**config.mk**
```make
export PLATFORM = sky130hd
export DESIGN_NAME = halfword_avg
export DESIGN_NICKNAME = d
export VERILOG_FILES = /design/src/rtl/halfword_avg.sv
export SDC_FILE = /design/constraint.sdc
export NUM_CORES = 1
export LEC_CHECK = 0
export ABC_AREA = 1
export CAP_MARGIN = 25
export CORE_MARGIN = 2
export CORE_UTILIZATION = 40
export CTS_CLUSTER_DIAMETER = 30
export CTS_CLUSTER_SIZE = 16
export DETAILED_ROUTE_END_ITERATION = 6
export GPL_ROUTABILITY_DRIVEN = 0
export PLACE_DENSITY = 0.64
export RECOVER_POWER = 50
export SKIP_CTS_REPAIR_TIMING = 1
export SLEW_MARGIN = 5
export SYNTH_ARGS = -nofsm -noshare
export SYNTH_HDL_FRONTEND = slang
export SYNTH_SLANG_ARGS = --single-unit
```
**constraint.sdc**
```tcl
create_clock -name clk -period 0.95 [get_ports clk]
set_input_delay 0.19 -clock clk [delete_from_list [all_inputs] [get_ports clk]]
set_output_delay 0.19 -clock clk [all_outputs]
set_load 0.02 [all_outputs]
```
**src/rtl/halfword_avg.sv**
```systemverilog
module halfword_avg #(
  parameter int LANE_W  = 16,
  parameter int LANES   = 2,
  parameter bit REG_OUT = 1'b1
) (
  input  logic                      clk,
  input  logic                      rst_n,
  input  logic                      in_valid,
  input  logic [LANE_W*LANES-1:0]   op_a,
  input  logic [LANE_W*LANES-1:0]   op_b,
  input  logic                      rnd_new_en,
  input  logic [1:0]                rnd_mode,
  input  logic                      legacy_up,
  input  logic                      variant_rounds,
  output logic                      out_valid,
  output logic [LANE_W*LANES-1:0]   result
);
  localparam int W = LANE_W * LANES;

  logic [W-1:0] avg;

  for (genvar g = 0; g < LANES; g++) begin : g_lane
    logic [LANE_W-1:0] a, b, half;
    logic [LANE_W:0]   sum;
    logic              bump, dir_up;

    assign a    = op_a[g*LANE_W +: LANE_W];
    assign b    = op_b[g*LANE_W +: LANE_W];
    assign sum  = {a[LANE_W-1], a} + {b[LANE_W-1], b};
    assign half = sum[LANE_W:1];

    always_comb begin
      case (rnd_mode)
        2'd0:    dir_up = ~half[LANE_W-1];
        2'd1:    dir_up =  half[LANE_W-1];
        2'd2:    dir_up = 1'b1;
        default: dir_up = 1'b0;
      endcase
    end

    assign bump = variant_rounds & sum[0] & (rnd_new_en ? dir_up : legacy_up);
    assign avg[g*LANE_W +: LANE_W] = half + {{(LANE_W-1){1'b0}}, bump};
  end

  if (REG_OUT) begin : g_reg
    always_ff @(posedge clk or negedge rst_n) begin
      if (!rst_n) begin
        out_valid <= 1'b0;
        result    <= '0;
      end else begin
        out_valid <= in_valid;
        if (in_valid) result <= avg;
      end
    end
  end else begin : g_comb
    assign out_valid = in_valid;
    assign result    = avg;
  end
endmodule

```
==> summary.txt, run 1 <==
Status
  – Outcome: finished with violations
  – Failing checks: setup timing

Routing
  – Uppermost layer routed: met4
  – Drt wl/cell: 12.5 um
  – First DRT Iteration DRCs: 166
  – Drt pass-1 iters: 5
  – Remaining DRCs: 0
  – Antenna viol nets, final: 0
  – Final WL: 14.1 mm
  – Met3 WL post-DR: 554 um
  – Via/cell ratio: 4.77
  – DRT met1 WL: 6.18 mm
  – DR WL met2: 7.21 mm
  – Via count: 5375

Worst setup path
  – WS Path Type: input port to flip-flop
  – Crit path from: op_b[31]
  – Worst setup endpoint: result[31]
  – Most used cell along the critical path: nand2_1
  – Slowest stage delay, CP: 0.51 ns
  – Top delay family on crit path: simple AND/OR/NAND/NOR gates
  – Slowest CP cell: clkdlybuf4s50_1
  – R2r endpoint: result[25]
  – Reg-to-reg slack, setup: 0.08 ns
  – Worst Setup Start Kind: input port
  – CP max FO: 3
  – Bufs and invs on worst path: 5
  – Crit path depth: 25
  – Worst EP required: 1.17 ns
  – Reg2reg path depth: 4
  – R2r startpoint: result[25]
  – Crit path DAT: 3.35 ns
  – Worst Setup End Kind: flip-flop

Die
  – DIE WIDTH: 106 um
  – Die Ht: 106 um
  – Core Box Area: 10300 um^2
  – # rows: 37
  – Die area: 11300 um^2
  – I/O pin count: 105
  – Initial Util: 0.409

Place
  – Post-DP HPWL: 10.7 mm
  – Port buffer count: 104

Clock network
  – Clock sink count: 33
  – Clock tree buffer depth: 2
  – CTS tree: yes
  – H-tree lvl count: 2
  – Clock Tree Root: clkbuf_8
  – Clock transition at path regs: 0.08 ns
  – Clk_lat worst skew: 0.28 ns
  – TritonCTS buffer count: 5

Synthesis
  – Top cell type's share of synthesized area: 0.248
  – Post-Syn Area: 4200 um^2
  – Distinct cell type count after synthesis: 34
  – Synth Net Count: 816
  – YS warnings: 0
  – Prevailing post-synth register cell: dfrtp_1
  – Top cells by area, synth: nand2_1 25%, dfrtp_1 20%, ha_1 11%
  – Cell with the most instances after synthesis: nand2_1
  – Number of synthesized flops with an enable pin: 0
  – Cell count after synthesis: 706
  – Area leader, netlist: nand2_1
  – Register bit total from synthesis: 33
  – Syn avg cell area: 5.95 um^2
  – FFs w/ async S/R, synth: 1.00
  – Top cells by count, synth: 278 x nand2_1, 105 x inv_1, 69 x nand3_1
  – Sequential area share after synthesis: 0.197

Global routing
  – Antenna violations before repair: 0
  – GRT Total Usage: 0.226
  – Number of global-route vias before repair: 4936
  – Total gr overflow: 0
  – First-pass GRT wire length: 21.3 mm
  – Pin count of the biggest net entering global routing: 34

Timing
  – Max transition margin: 0.768
  – Fin Setup TNS: -59.62 ns
  – Fmax achieved: 0.320 GHz
  – Fin. Hold Viols: 0
  – Fin crit period: 3.12 ns
  – Finish-stage setup viols: 65
  – Slew @ Worst Pin: 0.348 ns
  – Final Skew: 0 ns
  – RSZ-0062 raised after global routing: yes
  – Post-route clock period utilization: 3.29
  – Slew Viols, Final: 0
  – Final setup margin: -2.17 ns

Power and ir drop
  – Max VDD drop: 763 uV
  – Leak pwr: 4.35 nW
  – P per Cell Area: 1120 nW/um^2
  – Power, Total: 8.65 mW

Layout
  – Nets: 1099
  – Antenna cells: 0
  – Fill count: 800
  – Fin util: 0.754
  – P&R area growth vs syn: 84.5%
  – FF+latch area: 826 um^2
  – Multi-input gate area: 3620 um^2
  – Layout cells sized above 1: 0.390

Hold path
  – Hold Crit Class: input port to async pin

Flow run
  – Max cap viols: 0
## per-layer routing
layer  vias to the layer above  GRT usage
met3                        14     0.0270
met5                         -          0
met1                      2453      0.300
li1                       2767          -
met2                       141      0.393
met4                         0     0.0473
## where the power goes
group	total, mW	switching [mW]	internal, mW
clock network	1.61	0.564	1.04
registers	1.85	0.209	1.65
logic	5.19	2.58	2.61
total	8.65	3.35	5.30
## cells by family after synthesis
kind of cell / Yosys count / share of synthesized area
and+or+nand+nor: 454 / 0.484
buffers and inverters: 119 / 0.107
AOI/OAI and AO/OA: 45 / 0.0587
adders and majority gates: 38 / 0.117
DFF: 33 / 0.197
xor gates and xnor gates: 17 / 0.0372
## layout by cell type, fill, tap and decap left out, types with 4 or more instances in the layout
| cell type | netlist | final |
|---|---|---|
| nand2_2 | 26 | 47 |
| inv_1 | 105 | 96 |
| nand2_1 | 278 | 254 |
| nor3_1 | 6 | 4 |
| clkdlybuf4s50_1 | 0 | 23 |
| and2_1 | 4 | 4 |
| dfrtp_1 | 33 | 33 |
| dlymetal6s2s_1 | 0 | 43 |
| nor2_2 | 8 | 10 |
| inv_2 | 7 | 15 |
| nand3_1 | 69 | 58 |
| nor2_4 | 6 | 12 |
| buf_4 | 0 | 170 |
| xor2_1 | 11 | 6 |
| o21ai_1 | 3 | 12 |
| xor2_2 | 1 | 4 |
| buf_6 | 0 | 42 |
| nand2_4 | 2 | 5 |
| a21oi_1 | 19 | 13 |
| ha_1 | 36 | 7 |
| nor2_1 | 37 | 29 |
| ha_4 | 0 | 26 |
| a21oi_2 | 1 | 7 |
| nand3_2 | 6 | 14 |
| nand4_1 | 8 | 8 |
| clkbuf_8 | 0 | 5 |
## cell type report
type / count / area share
multi-input combinational: 554 / 0.467
clock inverter: 3 / 0.00840
inverter: 113 / 0.0551
clock buffer: 5 / 0.00888
timing repair buffer: 282 / 0.332
sequential: 33 / 0.107
tap: 136 / 0.0220
## registers in the layout, indices dropped and copies added, names as in the netlist
| name | flops |
|---|---|
| result | 32 |
| out_valid | 1 |
## how the worst min path moves through the flow
stage,start,end,slack [ns]
after detailed placement,rst_n,out_valid,0.1
final,rst_n,result[25],0.34
after CTS,rst_n,out_valid,-0.21
after global routing,rst_n,result[25],0.36
after global placement,rst_n,out_valid,0.1
after floorplan,rst_n,out_valid,-0.11
## through the flow
stage          cell area (um^2)  std cells  hold slack (ns)  worst slack, ns
2_1_floorplan              4270        706           -0.106            -1.90
3_3_place_gp               6590       1088           0.0988            -2.74
3_5_place_dp               6590       1088           0.0985            -2.80
4_1_cts                    6720       1096           -0.212            -2.51
5_1_grt                    7750       1126            0.356            -2.28
6_report                   7750       1126            0.337            -2.17
No activity file was read; power rests on OpenSTA's default activity.
==> inputs of run 2 (changes only) <==
ABC_AREA = default   (was 1)
CORE_UTILIZATION = 50   (was 40)
PLACE_DENSITY = 0.79   (was 0.64)
RECOVER_POWER = default   (was 50)
==> run 2 against run 1 <==
- the flow finishes with violations (DRC, setup timing)
- largest cell class unchanged
- sequential power increased by 9.7%
- power increased by 12%
- wire length increased by 73%
- critical path depth decreased by 6
- combinational power increased by 26%
- utilization increased by 19 points
- first-iteration DRC count increased to 5.1 times the previous value
- critical endpoint is now result[20]
- design area decreased by 4.9%
- non-clock buffer count increased by 16
==> summary.txt, run 2 <==
Synthesis
  – Top cells by count, synth: 47 x nor2_1, 36 x a21oi_1, 36 x ha_1
  – YS warnings: 0
  – Register bit total from synthesis: 33
  – Post-Syn Area: 4030 um^2
  – FFs w/ async S/R, synth: 1.00
  – Distinct cell type count after synthesis: 79
  – Synth Net Count: 600
  – Prevailing post-synth register cell: dfrtp_1
  – Syn avg cell area: 8.22 um^2
  – Top cell type's share of synthesized area: 0.205
  – Number of synthesized flops with an enable pin: 0
  – Top cells by area, synth: dfrtp_1 21%, ha_1 11%, xnor2_1 4.6%
  – Area leader, netlist: dfrtp_1
  – Sequential area share after synthesis: 0.205
  – Cell count after synthesis: 490
  – Cell with the most instances after synthesis: nor2_1

Worst setup path
  – Most used cell along the critical path: buf_4
  – Slowest stage delay, CP: 0.44 ns
  – Crit path from: op_a[23]
  – CP Cell Sequence: clkdlybuf4s50_1 > ha_1 > buf_4 > nand3_1 > o21ai_2 > a31o_4 > a21oi_4 > o21bai_1 > xnor2_1 > a21oi_1 > ha_2 > ha_4 > o211ai_1 > buf_4 > nor2_1 > o21ai_1 > o221ai_2 > xor2_1 > mux2_4
  – Slowest CP cell: clkdlybuf4s50_1
  – R2r endpoint: result[5]
  – Reg2reg path depth: 4
  – Worst Setup End Kind: flip-flop
  – Bufs and invs on worst path: 3
  – Reg-to-reg slack, setup: -0.05 ns
  – Crit path DAT: 4.31 ns
  – Crit path depth: 19
  – Worst EP required: 1.14 ns
  – WS Path Type: input port to flip-flop
  – R2r startpoint: result[5]
  – CP max FO: 6
  – Top delay family on crit path: compound AO/OA/AOI/OAI gates
  – Worst Setup Start Kind: input port

Place
  – Post-DP HPWL: 11.1 mm
  – Port buffer count: 104
  – # placed instances: 846

Die
  – I/O pin count: 105
  – DIE WIDTH: 93.8 um
  – Die Ht: 93.8 um
  – Die area: 8790 um^2
  – Core Box Area: 7770 um^2
  – # rows: 32
  – Initial Util: 0.519

Layout
  – Most common cell after layout, fill and taps aside: buf_4
  – Fill count: 209
  – Multi-input gate area: 3590 um^2
  – Most flops, register: result
  – Nets: 888
  – P&R area growth vs syn: 83.0%
  – Layout cells sized above 1: 0.436
  – FF+latch area: 826 um^2
  – Biggest regs: result x32, out_valid x1
  – Max reg flops: 32
  – Most frequent cells in the layout: 188 x buf_4, 45 x nor2_1, 42 x buf_6
  – Antenna cells: 0
  – Layout Cells excl Fill: 880

Timing
  – Fin. Hold Viols: 0
  – Finish-stage setup viols: 65
  – Fin crit period: 4.12 ns
  – Slew @ Worst Pin: 0.685 ns
  – Post-route clock period utilization: 4.34
  – Slew Viols, Final: 0
  – RSZ-0062 raised after global routing: yes
  – Final setup margin: -3.17 ns
  – Max transition margin: 0.542
  – Final Skew: 0 ns
  – Fmax achieved: 0.243 GHz

Clock network
  – CTS tree: yes
  – Clock transition at path regs: 0.08 ns
  – Clk_lat worst skew: 0.30 ns
  – H-tree lvl count: 2
  – Clock tree buffer depth: 2
  – Clock Tree Root: clkbuf_8
  – Clock sink count: 33
  – TritonCTS buffer count: 5

Status
  – Failing checks: DRC, setup timing
  – Outcome: finished with violations

Power and ir drop
  – Internal power: 5.42 mW
  – Max VDD drop: 741 uV
  – P per Cell Area: 1320 nW/um^2
  – Power, Total: 9.72 mW
  – Leak pwr: 3.59 nW
  – NetSw: 4.30 mW
  – Register share of total power: 0.209
  – Switching part of the total: 0.443
  – Clock power share: 0.120
  – Gate power share: 0.670

Hold path
  – Hold Crit Class: input port to async pin

Routing
  – Drt wl/cell: 27.8 um
  – Drt pass-1 iters: 7
  – Final WL: 24.4 mm
  – DR WL met2: 11.0 mm
  – Via count: 6461
  – Met3 WL post-DR: 3.13 mm
  – Remaining DRCs: 1
  – DRT met1 WL: 7.24 mm
  – Uppermost layer routed: met4
  – Antenna viol nets, final: 0
  – Via/cell ratio: 7.34
  – First DRT Iteration DRCs: 851

Global routing
  – Number of global-route vias before repair: 5094
  – GRT Total Usage: 0.317
  – Antenna violations before repair: 0
  – First-pass GRT wire length: 22.7 mm
  – Pin count of the biggest net entering global routing: 34
  – Total gr overflow: 0

Flow run
  – Max cap viols: 0
## run 2: layer usage
metal / global-route usage / vias to the layer above
li1: - / 2425
met1: 0.340 / 2902
met2: 0.610 / 776
met3: 0.0305 / 358
met4: 0.158 / 0
met5: 0 / -
## run 2: worst max-delay path by stage
stage | end
floorplan | result[14]
global placement | result[14]
detailed placement | result[14]
CTS | result[14]
global route | result[20]
finish | result[20]
## run 2: power groups by stage
stage | Sequential [mW] | Clock [mW] | Combinational (mW)
detailed placement | 1.93 | 0 | 5.03
global placement | 1.92 | 0 | 4.84
finish | 2.03 | 1.17 | 6.52
global route | 2.04 | 1.18 | 6.73
CTS | 1.92 | 1.10 | 5.09
floorplan | 2.25 | 0 | 2.11
## run 2: layout make-up
class                           instances  area share
Inverter                               25      0.0127
Clock buffer                            7      0.0117
Sequential cell                        33       0.112
Multi-Input combinational cell        415       0.487
Timing Repair Buffer                  298       0.359
Tap cell                              102      0.0173
## run 2: stage by stage
| step | hold WS, ns | instance area, um^2 | utilization | setup TNS [ns] | setup WS (ns) |
|---|---|---|---|---|---|
| 3_5_place_dp | 0.494 | 6500 | 0.837 | -93.05 | -3.16 |
| 6_report | 0.260 | 7370 | 0.949 | -76.77 | -3.17 |
| 5_1_grt | 0.282 | 7370 | 0.949 | -80.35 | -3.25 |
| 2_1_floorplan | -0.106 | 4140 | - | -62.40 | -2.42 |
| 3_3_place_gp | 0.478 | 6500 | 0.837 | -88.94 | -2.96 |
| 4_1_cts | 0.270 | 6590 | 0.848 | -94.48 | -2.87 |
## run 2: cells by family (layout without fill, tap and decap cells)
| family | Yosys count | after routing | share of synthesized area |
|---|---|---|---|
| flip-flops | 33 | 33 | 0.205 |
| buffers and inverters | 42 | 330 | 0.0398 |
| adder cells (fa/ha/maj) | 38 | 38 | 0.122 |
| multiplexers | 14 | 14 | 0.0382 |
| AO/OA/AOI/OAI | 158 | 158 | 0.291 |
| AND/OR/NAND/NOR | 172 | 172 | 0.228 |
| XOR/XNOR | 33 | 33 | 0.0764 |
